==> src/rtl/mdio_pkg.sv <==
package mdio_pkg;
  // Bit positions the host software relies on.
  localparam int CTL_IDLE_B = 31;
  localparam int CTL_EN_B   = 30;
  localparam int CTL_FLT_B  = 19;
  localparam int CTL_FEN_B  = 18;
  localparam int CMD_GO_B   = 31;
  localparam int CMD_WR_B   = 30;
  localparam int CMD_REG_LO = 21;
  localparam int CMD_PHY_LO = 16;

  typedef struct packed {
    logic        wr;
    logic [4:0]  rg;
    logic [4:0]  phy;
    logic [15:0] data;
  } mdio_cmd_t;
endpackage

==> src/rtl/mdio_clkgen.sv <==
module mdio_clkgen #(
  parameter int DIV_W = 16
) (
  input  logic             clk,
  input  logic             rst_n,
  input  logic             run,
  input  logic [DIV_W-1:0] div,
  output logic             mdc,
  output logic             rise_stb,
  output logic             fall_stb
);
  logic [DIV_W-1:0] last, half, cnt;
  logic [DIV_W:0]   span;
  logic             mdc_q;
  logic             unused_span;

  // Period is last+1 cycles; a divider of 0 is promoted to 1 so the period stays >= 2.
  assign last        = (div == '0) ? DIV_W'(1) : div;
  assign span        = {1'b0, last} + 1'b1;
  assign half        = span[DIV_W:1];
  assign unused_span = span[0];

  assign rise_stb = run && (cnt == half - 1'b1);
  assign fall_stb = run && (cnt == last);
  assign mdc      = mdc_q & run;

  always_ff @(posedge clk) begin
    if (!rst_n || !run) begin
      cnt   <= '0;
      mdc_q <= 1'b0;
    end else if (fall_stb) begin
      cnt   <= '0;
      mdc_q <= 1'b0;
    end else begin
      cnt <= cnt + 1'b1;
      if (rise_stb) mdc_q <= 1'b1;
    end
  end
endmodule

==> src/rtl/mdio_frame.sv <==
module mdio_frame
  import mdio_pkg::*;
#(
  parameter int PRE_LEN = 32
) (
  input  logic        clk,
  input  logic        rst_n,
  input  logic        start,
  input  logic        abort,
  input  mdio_cmd_t   cmd,
  input  logic        rise_stb,
  input  logic        fall_stb,
  input  logic        mdio_i,
  output logic        active,
  output logic        done,
  output logic        mdio_o,
  output logic        mdio_oe,
  output logic [15:0] rd_data,
  output logic        ack
);
  localparam int FRAME_LEN = PRE_LEN + 32;
  localparam int CW        = $clog2(FRAME_LEN);
  localparam int TA0       = PRE_LEN + 14;
  localparam int TA1       = TA0 + 1;
  localparam int DAT0      = PRE_LEN + 16;
  localparam int LAST      = FRAME_LEN - 1;

  logic [CW-1:0] bidx;
  logic [31:0]   tail;
  logic [4:0]    toff;
  logic [15:0]   sh;
  logic          in_pre, rd_release;

  // Everything after the preamble; the read turnaround and data slots are placeholders.
  assign tail = {2'b01,
                 cmd.wr ? 2'b01 : 2'b10,
                 cmd.phy, cmd.rg,
                 cmd.wr ? 2'b10 : 2'b11,
                 cmd.wr ? cmd.data : 16'hFFFF};

  assign in_pre     = (bidx < CW'(PRE_LEN));
  assign toff       = 5'(bidx - CW'(PRE_LEN));
  assign mdio_o     = in_pre ? 1'b1 : tail[5'd31 - toff];
  assign rd_release = !cmd.wr && (bidx >= CW'(TA0));
  assign mdio_oe    = active && !abort && !rd_release;
  assign done       = active && fall_stb && (bidx == CW'(LAST));
  assign rd_data    = sh;

  always_ff @(posedge clk) begin
    if (!rst_n) begin
      active <= 1'b0;
      bidx   <= '0;
      sh     <= '0;
      ack    <= 1'b0;
    end else if (abort) begin
      active <= 1'b0;
      bidx   <= '0;
    end else if (start) begin
      active <= 1'b1;
      bidx   <= '0;
      ack    <= 1'b0;
    end else if (active) begin
      if (rise_stb) begin
        if (bidx == CW'(TA1)) ack <= ~mdio_i;
        if (bidx >= CW'(DAT0)) sh <= {sh[14:0], mdio_i};
      end
      if (fall_stb) begin
        if (bidx == CW'(LAST)) active <= 1'b0;
        else                   bidx   <= bidx + 1'b1;
      end
    end
  end
endmodule

==> src/rtl/mdio_ctl.sv <==
module mdio_ctl
  import mdio_pkg::*;
#(
  parameter int          PRE_LEN   = 32,
  parameter int          DIV_W     = 16,
  parameter logic [15:0] DIV_RESET = 16'h00FF
) (
  input  logic        clk,
  input  logic        rst_n,
  input  logic        wr_en,
  input  logic        wr_sel,
  input  logic [31:0] wr_data,
  output logic [31:0] ctrl_word,
  output logic [31:0] user_word,
  output logic        mdc,
  output logic        mdio_o,
  output logic        mdio_oe,
  input  logic        mdio_i
);
  logic             en_q, flt_q, fen_q, go_q, ack_q;
  logic [DIV_W-1:0] div_q;
  mdio_cmd_t        cmd_q;
  logic             active, done, start, run, rise_stb, fall_stb, f_ack;
  logic [15:0]      rd_data;
  logic [15:0]      div_ext;
  logic             unused_wr;

  assign start     = go_q && en_q && !active;
  assign run       = active && en_q;
  assign div_ext   = 16'(div_q);
  assign unused_wr = ^wr_data[29:26];

  always_ff @(posedge clk) begin
    if (!rst_n) begin
      en_q  <= 1'b0;
      flt_q <= 1'b0;
      fen_q <= 1'b0;
      div_q <= DIV_W'(DIV_RESET);
      go_q  <= 1'b0;
      ack_q <= 1'b0;
      cmd_q <= '0;
    end else begin
      if (wr_en && !wr_sel) begin
        en_q  <= wr_data[CTL_EN_B];
        flt_q <= wr_data[CTL_FLT_B];
        fen_q <= wr_data[CTL_FEN_B];
        div_q <= wr_data[DIV_W-1:0];
      end
      if (wr_en && wr_sel && !go_q) begin
        go_q      <= wr_data[CMD_GO_B];
        ack_q     <= 1'b0;
        cmd_q.wr   <= wr_data[CMD_WR_B];
        cmd_q.rg   <= wr_data[CMD_REG_LO +: 5];
        cmd_q.phy  <= wr_data[CMD_PHY_LO +: 5];
        cmd_q.data <= wr_data[15:0];
      end else if (done) begin
        go_q <= 1'b0;
        if (!cmd_q.wr) begin
          cmd_q.data <= rd_data;
          ack_q      <= f_ack;
        end else begin
          ack_q <= 1'b0;
        end
      end
    end
  end

  mdio_clkgen #(.DIV_W(DIV_W)) u_clk (
    .clk(clk), .rst_n(rst_n), .run(run), .div(div_q),
    .mdc(mdc), .rise_stb(rise_stb), .fall_stb(fall_stb)
  );

  mdio_frame #(.PRE_LEN(PRE_LEN)) u_frame (
    .clk(clk), .rst_n(rst_n), .start(start), .abort(!en_q), .cmd(cmd_q),
    .rise_stb(rise_stb), .fall_stb(fall_stb), .mdio_i(mdio_i),
    .active(active), .done(done), .mdio_o(mdio_o), .mdio_oe(mdio_oe),
    .rd_data(rd_data), .ack(f_ack)
  );

  assign ctrl_word = {!run, en_q, 10'b0, flt_q, fen_q, 2'b0, div_ext};
  assign user_word = {go_q, cmd_q.wr, ack_q, 3'b0, cmd_q.rg, cmd_q.phy, cmd_q.data};
endmodule

==> config.mk <==
export PLATFORM = sky130hd
export DESIGN_NAME = mdio_ctl
export DESIGN_NICKNAME = d
export VERILOG_FILES = /design/src/rtl/mdio_pkg.sv /design/src/rtl/mdio_clkgen.sv /design/src/rtl/mdio_frame.sv /design/src/rtl/mdio_ctl.sv
export SDC_FILE = /design/constraint.sdc
export NUM_CORES = 1
export LEC_CHECK = 0
export BUFFER_PORTS_ARGS = -buffer_cell sky130_fd_sc_hd__buf_2
export CAP_MARGIN = 20
export CORE_MARGIN = 1.5
export CORE_UTILIZATION = 55
export CTS_BUF_LIST = sky130_fd_sc_hd__clkbuf_8 sky130_fd_sc_hd__clkbuf_16
export CTS_CLUSTER_SIZE = 30
export DETAILED_ROUTE_END_ITERATION = 12
export MAX_ROUTING_LAYER = met4
export PLACE_DENSITY = 0.89
export RECOVER_POWER = 100
export SLEW_MARGIN = 20
export SYNTH_ARGS = -nofsm -noshare
export SYNTH_HDL_FRONTEND = slang
export SYNTH_SLANG_ARGS = --single-unit
==> constraint.sdc <==
create_clock -name clk -period 8.7 [get_ports clk]
set_input_delay 1.74 -clock clk [delete_from_list [all_inputs] [get_ports clk]]
set_output_delay 1.74 -clock clk [all_outputs]
set_load 0.1 [all_outputs]
==> results of run 1 <==
## synthesized netlist by cell type, drive strengths merged, types with 3 or more instances
library cell	instances
nor2	37
buf	29
ha	4
a31oi	3
inv	5
or3	4
xor2	38
clkbuf	45
a221oi	3
dfxtp	89
and4	3
o22ai	3
nand2b	5
a21boi	23
mux2i	20
a211oi	3
nand3	43
nor3	5
nand2	162
nor2b	7
a21oi	13
mux4	7
nor4	10
nand4	13
xnor2	18
o21ai	22
and3	10
## cell type report
| class | count | area share (%) |
|---|---|---|
| clock buffers | 10 | 2.50 |
| clock inverters | 6 | 0.773 |
| inverters | 5 | 0.341 |
| multi-input cells | 502 | 54.6 |
| flip-flops and latches | 89 | 32.4 |
| well taps | 111 | 2.52 |
| repair buffers | 88 | 6.84 |
## how the worst max path moves through the flow
| stage | cells past startpoint | slack (ps) | endpoint |
|---|---|---|---|
| 6_report | 14 | 2520 | u_frame.rd_data[15]$_SDFFE_PN0P_ |
| 5_1_grt | 14 | 2180 | u_frame.rd_data[5]$_SDFFE_PN0P_ |
| 4_1_cts | 5 | 4130 | mdio_o |
| 3_5_place_dp | 14 | 4230 | u_frame.rd_data[9]$_SDFFE_PN0P_ |
| 3_3_place_gp | 14 | 4280 | u_frame.rd_data[11]$_SDFFE_PN0P_ |
| 2_1_floorplan | 15 | 4090 | u_frame.rd_data[11]$_SDFFE_PN0P_ |
## worst max-delay path: stages (launching register included)
cell and delay [ps]:
dfxtp_1 480, or4_1 690, nor4_1 1020, and2_0 280
nor2_1 70, ha_1 260, nand2b_1 210, nor4_1 450
nand3_1 130, a221oi_1 260, o21ai_0 190, or3b_1 430
nor4_1 390, clkbuf_1 920, mux2i_1 310
## per-stage QoR
step	area (sq um)	utilization (%)	std cells	setup WS, ps
after floorplan	5220	-	670	4090
after global routing	5500	59.9	811	2180
after global placement	5450	59.2	795	4280
after CTS	5630	61.3	811	4130
final	5500	59.9	811	2520
after detailed placement	5450	59.3	795	4230
## power by group
part | internal (mW) | switching [mW]
Sequential | 0.416 | 0.0187
Clock | 0.113 | 0.152
Combinational | 0.0447 | 0.153
Total | 0.573 | 0.324
## routing by layer
metal	routed length, um	GRT usage (%)	vias to the layer above
met1	5880	35.9	2282
met5	0	-	-
met4	192	9.75	0
met3	759	3.83	20
met2	6730	46.9	179
li1	-	-	2270
## kinds of logic (layout without fill, tap and decap cells)
family	Yosys count	count (layout)	share of synthesized area, %
AND/OR/NAND/NOR	312	312	28.5
flip-flops	89	89	34.5
AO/OA/AOI/OAI	86	86	11.2
buffers and inverters	79	109	7.50
XOR/XNOR	58	58	10.4
multiplexers	27	27	6.92
adder cells (fa/ha/maj)	4	4	0.968
other	1	15	0.0726
## state kept, by name, indices dropped and copies added, names as in the netlist, 6 cells and up
name and flops:
user_word 27, div_ext 16, u_clk.cnt 16, u_frame.rd_data 16, u_frame.bidx 6
## placed cells by master (no fill, tap or decap), types with 3 or more instances in the layout
| cell type | count |
|---|---|
| nand3_1 | 43 |
| nor4_1 | 10 |
| a31oi_1 | 3 |
| xnor2_1 | 18 |
| nor3_1 | 5 |
| and3_1 | 10 |
| dfxtp_1 | 89 |
| buf_2 | 31 |
| nand4_1 | 13 |
| nor2b_1 | 7 |
| a211oi_1 | 3 |
| nand2_1 | 162 |
| a21oi_1 | 12 |
| mux4_2 | 7 |
| nor2_1 | 36 |
| clkbuf_1 | 55 |
| conb_1 | 15 |
| xor2_1 | 38 |
| or3_1 | 4 |
| ha_1 | 4 |
| a221oi_1 | 3 |
| inv_1 | 6 |
| a21boi_0 | 23 |
| and4_1 | 3 |
| o22ai_1 | 3 |
| o21ai_0 | 22 |
| clkbuf_8 | 10 |
| mux2i_1 | 20 |
| nand2b_1 | 5 |
==> metrics.txt, run 1 <==
# TYPE chip_impl_metric gauge
chip_impl_info{name="critical_path.startpoint_type",value="flop"} 1
chip_impl_metric{name="die_h",unit="um"} 99.9
chip_impl_info{name="worstSetupStartpoint",value="div_ext[7]$_SDFFE_PN1P_"} 1
chip_impl_metric{name="hold_ws",unit="ps"} 486
chip_impl_metric{name="cts-buffers-inserted",unit=""} 9
chip_impl_metric{name="grt_antenna_before_repair",unit=""} 0
chip_impl_metric{name="drc_errors",unit=""} 0
chip_impl_metric{name="cts_num_sinks",unit=""} 89
chip_impl_info{name="rsz_0062_raised_after_global_routing",value="no"} 1
chip_impl_metric{name="core-area",unit="sq mm"} 0.00920
chip_impl_metric{name="design.final.nets",unit=""} 736
chip_impl_metric{name="worst_slew_pin_slew",unit="ps"} 3080
chip_impl_metric{name="x_dimension_of_the_die",unit="um"} 99.9
chip_impl_metric{name="post-route-min-period",unit="ps"} 6180
chip_impl_metric{name="min_delay_path_depth",unit=""} 2
chip_impl_metric{name="power_per_cell_area",unit="mW/mm^2"} 163
chip_impl_metric{name="cap_viol_max_count",unit=""} 1
chip_impl_info{name="min_delay_worst_endpoint",value="ack_q$_SDFFE_PP0P_"} 1
chip_impl_info{name="run_status",value="finished, violations left"} 1
chip_impl_info{name="min-delay-start",value="ack_q$_SDFFE_PP0P_"} 1
chip_impl_metric{name="total_power",unit="mW"} 0.898
chip_impl_metric{name="firstDrtPassIters",unit=""} 5
chip_impl_metric{name="ctsLongestPathBuffers",unit=""} 2
chip_impl_metric{name="synth_seq_cells",unit=""} 89
chip_impl_metric{name="multiInputGateArea",unit="sq mm"} 0.00301
chip_impl_info{name="tritoncts",value="built"} 1
chip_impl_info{name="timing.critical_path.to_type",value="flop"} 1
chip_impl_metric{name="cts-htree-levels",unit=""} 3
chip_impl_metric{name="total_via_count_after_detailed_routing",unit=""} 4751
chip_impl_metric{name="synth_enable_flop_cells",unit=""} 0
chip_impl_metric{name="postCtsHoldBufs",unit=""} 0
chip_impl_metric{name="dp_hpwl",unit="um"} 9810
chip_impl_info{name="netlist.top_cell.by_area",value="dfxtp_1"} 1
chip_impl_metric{name="rows",unit=""} 35
chip_impl_metric{name="peakVddDrop",unit="mV"} 0.104
chip_impl_metric{name="gr_util_all_layers",unit="%"} 28.4
chip_impl_metric{name="post_route_cells_drive_above_1_share",unit="%"} 8.57
chip_impl_metric{name="finalSetupViolCount",unit=""} 0
chip_impl_metric{name="postSynth.asyncResetShare",unit="%"} 0
chip_impl_metric{name="port_buffers",unit=""} 84
chip_impl_info{name="worst-setup-path-type",value="reg -> reg"} 1
chip_impl_metric{name="final_antenna_net_count",unit=""} 0
chip_impl_info{name="holdCritPathClass",value="reg -> reg"} 1
chip_impl_metric{name="grt_start_max_net_pins",unit=""} 86
chip_impl_metric{name="avgRoutedWirePerCell",unit="um"} 16.7
chip_impl_info{name="r2r-end",value="u_frame.rd_data[15]$_SDFFE_PN0P_"} 1
chip_impl_metric{name="unique_cell_type_count_in_the_yosys_netlist",unit=""} 60
chip_impl_metric{name="drtIter0Drc",unit=""} 339
chip_impl_metric{name="sequential_share_of_the_synthesized_area",unit="%"} 34.5
chip_impl_metric{name="fmax",unit="MHz"} 162
chip_impl_metric{name="critPathRequiredTime",unit="ps"} 8970
chip_impl_metric{name="number_of_gates_resized_after_cts",unit=""} 0
chip_impl_metric{name="initial_utilization",unit="%"} 56.2
chip_impl_metric{name="leakagePower",unit="nW"} 2.08
chip_impl_metric{name="clkTransAtPathRegs",unit="ps"} 90
chip_impl_metric{name="grt_pass1_wl",unit="um"} 21900
chip_impl_metric{name="sequential_cell_area",unit="sq mm"} 0.00178
chip_impl_metric{name="replace_congestion",unit=""} 1.04
chip_impl_info{name="synthTopCellsByArea",value="dfxtp_1 (34%), nand2_1 (12%), xor2_1 (6.4%)"} 1
chip_impl_metric{name="finalCritPeriodShare",unit="%"} 71.0
chip_impl_metric{name="boundaryPins",unit=""} 104
chip_impl_info{name="r2r_path_start",value="div_ext[7]$_SDFFE_PN1P_"} 1
chip_impl_metric{name="timing.setup.tns",unit="ps"} 0
chip_impl_info{name="synth-main-ff-cell",value="dfxtp_1"} 1
chip_impl_metric{name="maxSlewViolCount",unit=""} 86
chip_impl_metric{name="syn_area_cell",unit="sq um"} 7.88
chip_impl_metric{name="final.fill_count",unit=""} 832
chip_impl_metric{name="hold_violations",unit=""} 0
chip_impl_metric{name="clock_skew",unit="ps"} 8.75
chip_impl_metric{name="post-synth-top-area-fraction",unit="%"} 34.5
chip_impl_metric{name="critical_path_arrival",unit="ps"} 6450
chip_impl_metric{name="worst_skew_pair.late_latency",unit="ps"} 360
chip_impl_metric{name="timing.critical_path.fanout_max",unit=""} 16
chip_impl_metric{name="post_synth_inst_count",unit=""} 656
chip_impl_metric{name="syn-cell-area",unit="sq mm"} 0.00517
chip_impl_metric{name="timing.reg2reg.worst_path_depth",unit=""} 14
chip_impl_metric{name="post_drt_via_cell_ratio",unit=""} 5.86
chip_impl_metric{name="ff2ff_setup_slack",unit="ps"} 2520
chip_impl_metric{name="antenna_cells_inserted",unit=""} 0
chip_impl_info{name="failing_checks",value="max-capacitance violations, max-slew violations"} 1
chip_impl_metric{name="timing.slew.headroom",unit="%"} -106
chip_impl_metric{name="area_enclosed_by_the_die_boundary",unit="sq mm"} 0.00999
chip_impl_metric{name="yosysWarnings",unit=""} 0
chip_impl_metric{name="syn2layout_area_growth",unit="%"} 6.49
chip_impl_info{name="cts_root_buf",value="clkbuf_8"} 1
chip_impl_metric{name="detail_route.wirelength",unit="um"} 13600
chip_impl_metric{name="post-cts-setup-buffer-count",unit=""} 0
chip_impl_metric{name="globalRoute.totalOverflow",unit=""} 0
chip_impl_metric{name="number_of_global_route_vias_before_repair",unit=""} 4453
No activity file was read; power rests on OpenSTA's default activity.
==> run 2: changes to the inputs <==
--- a/config.mk
+++ b/config.mk
@@ -5,15 +5,16 @@
 export SDC_FILE = /design/constraint.sdc
 export NUM_CORES = 1
 export LEC_CHECK = 0
+export ABC_AREA = 1
 export BUFFER_PORTS_ARGS = -buffer_cell sky130_fd_sc_hd__buf_2
 export CAP_MARGIN = 20
 export CORE_MARGIN = 1.5
-export CORE_UTILIZATION = 55
+export CORE_UTILIZATION = 51
 export CTS_BUF_LIST = sky130_fd_sc_hd__clkbuf_8 sky130_fd_sc_hd__clkbuf_16
 export CTS_CLUSTER_SIZE = 30
 export DETAILED_ROUTE_END_ITERATION = 12
 export MAX_ROUTING_LAYER = met4
-export PLACE_DENSITY = 0.89
+export PLACE_DENSITY = 0.86
 export RECOVER_POWER = 100
 export SLEW_MARGIN = 20
 export SYNTH_ARGS = -nofsm -noshare
==> constraint.sdc (replaced) <==
create_clock -name clk -period 5.6 [get_ports clk]
set_input_delay 1.12 -clock clk [delete_from_list [all_inputs] [get_ports clk]]
set_output_delay 1.12 -clock clk [all_outputs]
set_load 0.1 [all_outputs]
==> run 2 against run 1 <==
Net effect:
- the run still ends with max-capacitance violations, max-slew violations left
- clock power increased by 58%
- first-iteration DRC count increased by 1.8%
- area after synthesis increased by 7.7%
- highest routed layer unchanged
==> metrics.txt, run 2 <==
# TYPE chip_impl_metric gauge
chip_impl_metric{name="number_of_gates_resized_after_cts",unit=""} 0
chip_impl_metric{name="worst_slew_pin_slew",unit="ps"} 2190
chip_impl_metric{name="die_h",unit="um"} 107
chip_impl_info{name="most-common-layout-cells",value="nand2_1 (231), nor2_1 (138), inv_1 (102)"} 1
chip_impl_info{name="netlist.top_cell.by_area",value="dfxtp_1"} 1
chip_impl_metric{name="worst_skew_pair.late_latency",unit="ps"} 380
chip_impl_metric{name="gr_util_all_layers",unit="%"} 26.7
chip_impl_metric{name="post_route_cells_drive_above_1_share",unit="%"} 8.07
chip_impl_metric{name="timing.critical_path.slowest_cell_delay",unit="ps"} 1020
chip_impl_metric{name="grt_start_max_net_pins",unit=""} 57
chip_impl_metric{name="timing.setup.tns",unit="ps"} 0
chip_impl_info{name="rsz_0062_raised_after_global_routing",value="no"} 1
chip_impl_info{name="post-synth-top-count-cell",value="nand2_1"} 1
chip_impl_metric{name="power_per_cell_area",unit="mW/mm^2"} 253
chip_impl_metric{name="grt_antenna_before_repair",unit=""} 0
chip_impl_metric{name="cts-htree-levels",unit=""} 3
chip_impl_metric{name="syn-cell-area",unit="sq mm"} 0.00557
chip_impl_info{name="layout_commonest_cell",value="nand2_1"} 1
chip_impl_info{name="critPathMostFrequentCell",value="nand2_1"} 1
chip_impl_metric{name="x_dimension_of_the_die",unit="um"} 107
chip_impl_info{name="cp_cell_sequence",value="nand2_2 > inv_1 > or2_2 > nand2_1 > inv_1 > ha_1 > nand3_1 > nor2_4 > nand3_1 > nand2_1 > nand2_1 > nor2_1 > nand2_1 > nor2_1 > nand2_1 > nor2_2 > nand4_1 > nor2_1 > nor2_1"} 1
chip_impl_metric{name="peakVddDrop",unit="mV"} 0.212
chip_impl_metric{name="unique_cell_type_count_in_the_yosys_netlist",unit=""} 38
chip_impl_metric{name="synth_enable_flop_cells",unit=""} 0
chip_impl_metric{name="hold_violations",unit=""} 0
chip_impl_metric{name="internal_power",unit="mW"} 0.908
chip_impl_metric{name="timing.slew.headroom",unit="%"} -45.9
chip_impl_metric{name="final_antenna_net_count",unit=""} 0
chip_impl_metric{name="post_drt_via_cell_ratio",unit=""} 5.23
chip_impl_info{name="cts_root_buf",value="clkbuf_8"} 1
chip_impl_info{name="critical_path.startpoint_type",value="flop"} 1
chip_impl_metric{name="ctsLongestPathBuffers",unit=""} 2
chip_impl_metric{name="post_synth_inst_count",unit=""} 899
chip_impl_metric{name="replace_congestion",unit=""} 0.937
chip_impl_info{name="timing.critical_path.to_type",value="flop"} 1
chip_impl_metric{name="critPathRequiredTime",unit="ps"} 5870
chip_impl_metric{name="maxSlewViolCount",unit=""} 57
chip_impl_metric{name="total_via_count_after_detailed_routing",unit=""} 5761
chip_impl_metric{name="postSynth.asyncResetShare",unit="%"} 0
chip_impl_metric{name="area_enclosed_by_the_die_boundary",unit="sq mm"} 0.0115
chip_impl_metric{name="sequential_share_of_the_synthesized_area",unit="%"} 32.0
chip_impl_metric{name="port_buffers",unit=""} 84
chip_impl_metric{name="clock_power_share",unit="%"} 27.4
chip_impl_info{name="synthTopCellsByArea",value="dfxtp_1 (32%), nand2_1 (16%), nor2_1 (9.3%)"} 1
chip_impl_metric{name="clkTransAtPathRegs",unit="ps"} 90
chip_impl_metric{name="grt_pass1_wl",unit="um"} 23600
chip_impl_metric{name="initial_utilization",unit="%"} 53.2
chip_impl_info{name="synth_commonest_cells",value="nand2_1 (231), nor2_1 (138), inv_1 (100), dfxtp_1 (89), nand3_1 (65)"} 1
chip_impl_info{name="holdCritPathClass",value="reg -> reg"} 1
chip_impl_metric{name="yosysWarnings",unit=""} 0
chip_impl_metric{name="final_core_util",unit="%"} 57.7
chip_impl_metric{name="avgRoutedWirePerCell",unit="um"} 13.2
chip_impl_metric{name="boundaryPins",unit=""} 104
chip_impl_metric{name="drc_errors",unit=""} 0
chip_impl_metric{name="post-cts-setup-buffer-count",unit=""} 0
chip_impl_metric{name="cts-buffers-inserted",unit=""} 9
chip_impl_metric{name="syn2layout_area_growth",unit="%"} 8.45
chip_impl_metric{name="finalCritPeriodShare",unit="%"} 76.3
chip_impl_metric{name="firstDrtPassIters",unit=""} 5
chip_impl_metric{name="critical_path_buf_inv_count",unit=""} 2
chip_impl_metric{name="timing.critical_path.fanout_max",unit=""} 32
chip_impl_metric{name="drtIter0Drc",unit=""} 345
chip_impl_metric{name="detail_route.wirelength",unit="um"} 14600
chip_impl_metric{name="multiInputGateArea",unit="sq mm"} 0.00314
chip_impl_metric{name="number_of_global_route_vias_before_repair",unit=""} 4997
chip_impl_metric{name="final.fill_count",unit=""} 1105
chip_impl_metric{name="design.final.nets",unit=""} 1002
chip_impl_info{name="critical-path-slowest-cell",value="nand4_1"} 1
chip_impl_metric{name="clock_skew",unit="ps"} 15.5
chip_impl_info{name="tritoncts",value="built"} 1
chip_impl_metric{name="globalRoute.totalOverflow",unit=""} 0
chip_impl_metric{name="rows",unit=""} 37
chip_impl_metric{name="combPwrFrac",unit="%"} 28.2
chip_impl_metric{name="synth_seq_cells",unit=""} 89
chip_impl_info{name="worst-setup-path-type",value="reg -> reg"} 1
chip_impl_info{name="path_delay_family",value="simple AND/OR/NAND/NOR gates"} 1
chip_impl_metric{name="leakagePower",unit="nW"} 2.80
chip_impl_metric{name="post-synth-top-area-fraction",unit="%"} 32.0
chip_impl_metric{name="postCtsHoldBufs",unit=""} 0
chip_impl_metric{name="core-area",unit="sq mm"} 0.0105
chip_impl_metric{name="antenna_cells_inserted",unit=""} 0
chip_impl_info{name="failing_checks",value="max-capacitance violations, max-slew violations"} 1
chip_impl_info{name="synth-main-ff-cell",value="dfxtp_1"} 1
chip_impl_metric{name="syn_area_cell",unit="sq um"} 6.19
chip_impl_metric{name="finalSetupViolCount",unit=""} 0
chip_impl_metric{name="largest_register_ff_count",unit=""} 27
chip_impl_metric{name="cap_viol_max_count",unit=""} 1
chip_impl_metric{name="post-route-min-period",unit="ps"} 4270
chip_impl_metric{name="power_frac_seq",unit="%"} 44.4
chip_impl_metric{name="critical_path_arrival",unit="ps"} 4540
chip_impl_metric{name="sequential_cell_area",unit="sq mm"} 0.00178
chip_impl_info{name="run_status",value="finished, violations left"} 1
chip_impl_metric{name="fmax",unit="MHz"} 234
chip_impl_metric{name="dp_hpwl",unit="um"} 10900
chip_impl_metric{name="power.share.switching",unit="%"} 40.6
chip_impl_metric{name="netSwitchingPower",unit="mW"} 0.621
chip_impl_metric{name="cts_num_sinks",unit=""} 89
run 2: cell count changes after synthesis, sizes merged, moves of 20 or more:
cell	change
nand2	+76
a21boi	-23
clkbuf	-25
xor2	-23
o21ai	+31
mux2i	-20
nand3	+25
nor2	+114
a21oi	+32
inv	+101
run 2: layer usage:
metal | vias to the layer above | share of wire, % | global-route usage (%) | wire length (um)
met5 | - | 0 | - | 0
met4 | 0 | 2.0 | 8.65 | 287
met3 | 20 | 8.3 | 4.96 | 1210
met2 | 247 | 46 | 42.6 | 6650
met1 | 2532 | 44 | 34.4 | 6420
li1 | 2962 | - | - | -
run 2: area by class of cell:
| class | count | area share, % |
|---|---|---|
| Clock buffer | 10 | 2.28 |
| Inverter | 107 | 6.65 |
| Sequential cell | 89 | 29.5 |
| Timing Repair Buffer | 85 | 5.99 |
| Clock inverter | 6 | 0.663 |
| Tap cell | 136 | 2.82 |
| Multi-Input combinational cell | 669 | 52.1 |
run 2: worst min-delay path, cell delays in order, from the launching register on:
cell     delay, ps
dfxtp_1        310
inv_1           60
a21oi_1         60
run 2: logic make-up after synthesis:
group           count (synthesis)  share of synthesized area (%)
compound gates                120                           11.8
xor+xnor                       20                           3.15
fa+ha+maj                       4                          0.899
buf+inv                       155                           12.2
flops                          89                           32.0
other cells                     1                         0.0674
simple gates                  510                           39.9
run 2: metrics by stage:
step	power (mW)	std cells	instance area [sq um]	hold WS, ps	worst slack, ps
final	1.53	1102	6040	473	1330
after global routing	1.59	1102	6040	499	813
after CTS	1.54	1102	6120	472	1810
after detailed placement	1.13	1086	5940	455	1700
after global placement	1.12	1086	5940	448	1760
after floorplan	1.06	913	5620	436	1180
run 2: power by group through the flow:
stage                     sequential, mW  clock, mW  combinational [mW]
after CTS                          0.678      0.426               0.435
after global routing               0.683      0.447               0.465
after global placement             0.693          0               0.431
after detailed placement           0.693          0               0.434
final                              0.679      0.419               0.431
after floorplan                    0.821          0               0.239
run 2: final timing paths:
path,from,end,cells after the start,slack [ps]
setup / recovery,div_ext[1]$_SDFFE_PN1P_,u_frame.rd_data[8]$_SDFFE_PN0P_,19,1330
hold / removal,u_clk.mdc_q$_SDFFE_PP0N_,u_clk.mdc_q$_SDFFE_PP0N_,2,470
setup reg to reg,div_ext[1]$_SDFFE_PN1P_,u_frame.rd_data[8]$_SDFFE_PN0P_,19,1330
hold reg to reg,u_clk.mdc_q$_SDFFE_PP0N_,u_clk.mdc_q$_SDFFE_PP0N_,2,470
